==> src/rtl/burst_addr_seq.sv <==
module burst_addr_seq #(
  parameter int ADDR_W = 18,
  parameter int BEAT_W = 2
) (
  input  logic              clk,
  input  logic              rst_n,
  input  logic              cke_n,
  input  logic              chip_sel,
  input  logic              ld_adv,
  input  logic              order_il,
  input  logic [ADDR_W-1:0] addr_in,
  output logic [ADDR_W-1:0] addr_out,
  output logic              burst_active
);

  logic [ADDR_W-1:0] base_q;
  logic [BEAT_W-1:0] beat_q;
  logic              act_q;

  wire en       = !cke_n;
  wire do_load  = en && chip_sel && !ld_adv;
  wire do_adv   = en && chip_sel && ld_adv && act_q;
  wire do_desel = en && !chip_sel;

  always_ff @(posedge clk or negedge rst_n) begin
    if (!rst_n) begin
      base_q <= '0;
      beat_q <= '0;
      act_q  <= 1'b0;
    end else if (do_load) begin
      base_q <= addr_in;
      beat_q <= '0;
      act_q  <= 1'b1;
    end else if (do_adv) begin
      beat_q <= beat_q + 1'b1;
    end else if (do_desel) begin
      act_q <= 1'b0;
    end
  end

  wire [BEAT_W-1:0] start_lo = base_q[BEAT_W-1:0];
  wire [BEAT_W-1:0] low      = order_il ? (start_lo ^ beat_q) : (start_lo + beat_q);

  assign addr_out     = {base_q[ADDR_W-1:BEAT_W], low};
  assign burst_active = act_q;

  assert_load_capture_R2: assert property (@(posedge clk) disable iff (!rst_n)
    (!cke_n && chip_sel && !ld_adv) |=> (addr_out == $past(addr_in)) && burst_active);

  assert_upper_fixed_R3: assert property (@(posedge clk) disable iff (!rst_n)
    (!cke_n && chip_sel && ld_adv && burst_active)
      |=> addr_out[ADDR_W-1:BEAT_W] == $past(addr_out[ADDR_W-1:BEAT_W]));

  assert_linear_step_R4: assert property (@(posedge clk) disable iff (!rst_n)
    (!cke_n && chip_sel && ld_adv && burst_active && !order_il)
      |=> order_il || (addr_out[BEAT_W-1:0] == BEAT_W'($past(addr_out[BEAT_W-1:0]) + 1'b1)));

  assert_stall_hold_R7: assert property (@(posedge clk) disable iff (!rst_n)
    cke_n |=> $stable(burst_active) && (!$stable(order_il) || $stable(addr_out)));

  assert_idle_adv_R8: assert property (@(posedge clk) disable iff (!rst_n)
    (!cke_n && chip_sel && ld_adv && !burst_active)
      |=> !burst_active && (!$stable(order_il) || $stable(addr_out)));

  assert_desel_clear_R8: assert property (@(posedge clk) disable iff (!rst_n)
    (!cke_n && !chip_sel) |=> !burst_active);

endmodule

==> config.mk <==
export PLATFORM = sky130hd
export DESIGN_NAME = burst_addr_seq
export DESIGN_NICKNAME = d
export VERILOG_FILES = /design/src/rtl/burst_addr_seq.sv
export SDC_FILE = /design/constraint.sdc
export NUM_CORES = 1
export LEC_CHECK = 0
export BUFFER_PORTS_ARGS = -buffer_cell sky130_fd_sc_hd__buf_4
export CAP_MARGIN = 15
export CORE_ASPECT_RATIO = 0.8
export CORE_MARGIN = 4
export CORE_UTILIZATION = 30
export CTS_BUF_LIST = sky130_fd_sc_hd__clkbuf_4 sky130_fd_sc_hd__clkbuf_8
export DETAILED_ROUTE_END_ITERATION = 10
export HOLD_SLACK_MARGIN = 0.02
export PLACE_DENSITY = 0.67
export SYNTH_ARGS = -nofsm -noshare
export SYNTH_HDL_FRONTEND = slang
export SYNTH_SLANG_ARGS = --single-unit
==> constraint.sdc <==
create_clock -name clk -period 0.95 [get_ports clk]
set_input_delay 0.0475 -clock clk [delete_from_list [all_inputs] [get_ports clk]]
set_output_delay 0.0475 -clock clk [all_outputs]
set_load 0.02 [all_outputs]
==> impl_results.md <==
- DR DRC count: 0
- Most common cell in the synthesized netlist: dfrtp_1
- VDD IR max: 0.982 mV
- Finished Core Util: 51.1%
- Total power: 3.29 mW
- Sequential fraction of the synthesis area: 50.7%
- Antenna fix cells: 0
- Commonest cells in the netlist: dfrtp_1 (21), buf_4 (16), mux2_4 (10)
- CTS tree: done
- Avg Cell Area, Syn: 14.0 sq um
- Layout Nets: 154
- Synth-to-layout area growth: 57.6%
- Post-synth top area cell: dfrtp_1
- Die Area: 4460 sq um
- CTS buffer count: 3
- Mapped Cells: 74
- Switching share of power: 30.4%
- Status: complete, but fails checks
- Synth top area cells: dfrtp_1 (51%), mux2_4 (14%), buf_4 (12%)
- Clk buf depth: 2
- Syn nets: 99
- Critical Path Start Type: flop
- CP max FO: 2
- Initial antenna violation count: 0
- All-Layer GR Usage: 9.99%
- Register share of total power: 36.8%
- First-pass GRT wire length: 3370 um
- CTS Sinks: 21
- Fmax: 792 MHz
- Drt via density: 4.21
- Worst Skew: 0.000207 ns
- Final ANT Viol Nets: 0
- Synth top area share: 50.7%
- Slew @ Worst Pin: 0.270 ns
- Failing checks: negative setup slack
- Pwr Density: 2020 nW/um^2
- Largest net degree at the start of global routing: 22
- Worst-path cell chain: ha_4 > nor2b_4 > xnor2_4 > buf_6
- Die span in x: 73.7 um
- PortBufs: 42
- Final Hold Fails: 0
- Hold_sp: addr_in[10]
- Logic pwr share: 44.9%
- Worst Slack Setup Final: -0.312 ns
- Net Sw Power: 1.00 mW
- Worst Path Class, Setup: flop to output port
- Library cells used by synthesis: 20
- Initial drt markers: 11
- Vias in the first global route: 727
- Core Box Area: 3200 sq um
- Final Slew Violations: 0
- Register bit total from synthesis: 21
- Period utilisation layout: 133%
- Via count: 707
- Synth Cell Area: 1040 sq um
- CP peak stage delay: 0.40 ns
- Final setup viols: 4
- Arrival @ worst endpoint: 1.21 ns
- DRT Wirelength: 2100 um
- Clk_lat worst skew: 0.25 ns
- Worst setup EP type: output port
- Pint: 2.29 mW
- Detailed placer's ending HPWL: 1490 um
- RSZ-0062 raised after global routing: yes
- CTS H-tree lvls: 1
- Max_slew headroom: 82.0%
- Max_cap viols: 0
- Reg-to-Reg Start: beat_q[0]$_DFFE_PN0P_
- CP Data Required Time: 0.90 ns
- RD Place Congestion: 0.713
- Share of layout cells above drive strength 1: 64.8%
- Starting density of the core: 32.4%
- DRT Pass-1 Iters: 3
- I/O pin count: 43
- Slowest cell on crit path: dfrtp_1
- Die height: 60.6 um
- Ys Warns: 0
- Leakage Power: 0.763 nW
- Grt ovf: 0
- Share of flip-flops with an asynchronous set or reset: 100%
- Fin crit period: 1.26 ns
- Wire per inst: 12.5 um
- EDFF count, synth: 0
- Core Rows: 18
- Crit path from: base_q[0]$_DFFE_PN0P_
- Root buffer cell: clkbuf_8
- Clock power frac: 18.3%
- Ys flop type: dfrtp_1
- Hold Path Class: input port to flop
- Clk slew on worst S/H paths: 0.07 ns
==> cell families after synthesis <==
kind of cell | Yosys count | share of synthesized area (%)
xor gates and xnor gates | 2 | 1.69
adders and majority gates | 1 | 1.21
muxes | 18 | 23.2
AOI/OAI and AO/OA | 5 | 3.86
buffers and inverters | 19 | 15.0
DFF | 21 | 50.7
and+or+nand+nor | 8 | 4.35
==> final cells by class <==
| class | count | area, sq um |
|---|---|---|
| clock buffers | 4 | 48.8 |
| fillers | 296 | 1570 |
| well taps | 40 | 50.0 |
| repair buffers | 69 | 597 |
| flip-flops and latches | 21 | 527 |
| multi-input cells | 34 | 410 |
==> registers in the layout (all words and copies together) (netlist names) <==
signal        flops
base_q           18
beat_q            2
burst_active      1
==> power groups by stage <==
stage	Clock, mW	Sequential, mW	Combinational (mW)
after floorplan	0	1.21	0.910
after global placement	0	1.22	1.24
after detailed placement	0	1.22	1.27
after CTS	0.623	1.21	1.46
after global routing	0.689	1.24	1.58
final	0.602	1.21	1.48
==> through the flow <==
step	setup TNS (ns)	cells	instance area, sq um	hold WS, ns	setup slack [ns]
2_1_floorplan	-0.0365	74	1070	-0.248	-0.0265
5_1_grt	-0.930	168	1630	0.0201	-0.384
3_3_place_gp	-1.39	144	1360	-0.0578	-0.0782
3_5_place_dp	-1.79	144	1360	-0.0527	-0.104
4_1_cts	-0.801	161	1560	0.0224	-0.335
6_report	-0.739	168	1630	0.0261	-0.312
==> worst max-delay path, delay by kind of cell (launching register included) <==
family	cells	cell delay [ns]
buffers and inverters	1	0.13
XOR/XNOR	1	0.12
flip-flops	1	0.40
adder cells (fa/ha/maj)	1	0.14
AND/OR/NAND/NOR	1	0.17
==> final timing paths <==
path	to	slack, ns	depth (start not counted)
hold reg to reg	base_q[10]$_DFFE_PN0P_	0.51	1
max in group asynchronous	burst_active$_DFFE_PN0P_	0.49	2
hold / removal	base_q[10]$_DFFE_PN0P_	0.03	2
setup reg to reg	beat_q[1]$_DFFE_PN0P_	-0.18	5
min in group asynchronous	base_q[5]$_DFFE_PN0P_	0.23	2
setup / recovery	addr_out[1]	-0.31	4
==> layer usage <==
layer  up-vias  wire length, um  GRT usage [%]
li1        344                -              -
met1       330              900           12.8
met2        33              996           16.4
met3         0              204           4.47
met4         0                0          0.775
met5         -                0              0
==> what timing repair did <==
action	4_1_cts	5_1_grt
endpoints found under the setup margin	4	5
pin swaps	2	0
hold endpoints to repair	31	6
gates resized for setup	5	1
hold buffers	11	6
buffers inserted	2	1
==> layout by cell type, fill, tap and decap left out, types with 2 or more instances in the layout <==
| master | n |
|---|---|
| clkbuf_8 | 3 |
| nand2_1 | 2 |
| dfrtp_1 | 20 |
| buf_4 | 47 |
| dlygate4sd3_1 | 17 |
| mux2_4 | 10 |
| mux2_2 | 8 |
| buf_6 | 3 |
| buf_12 | 2 |
No activity file was read; power rests on OpenSTA's default activity.
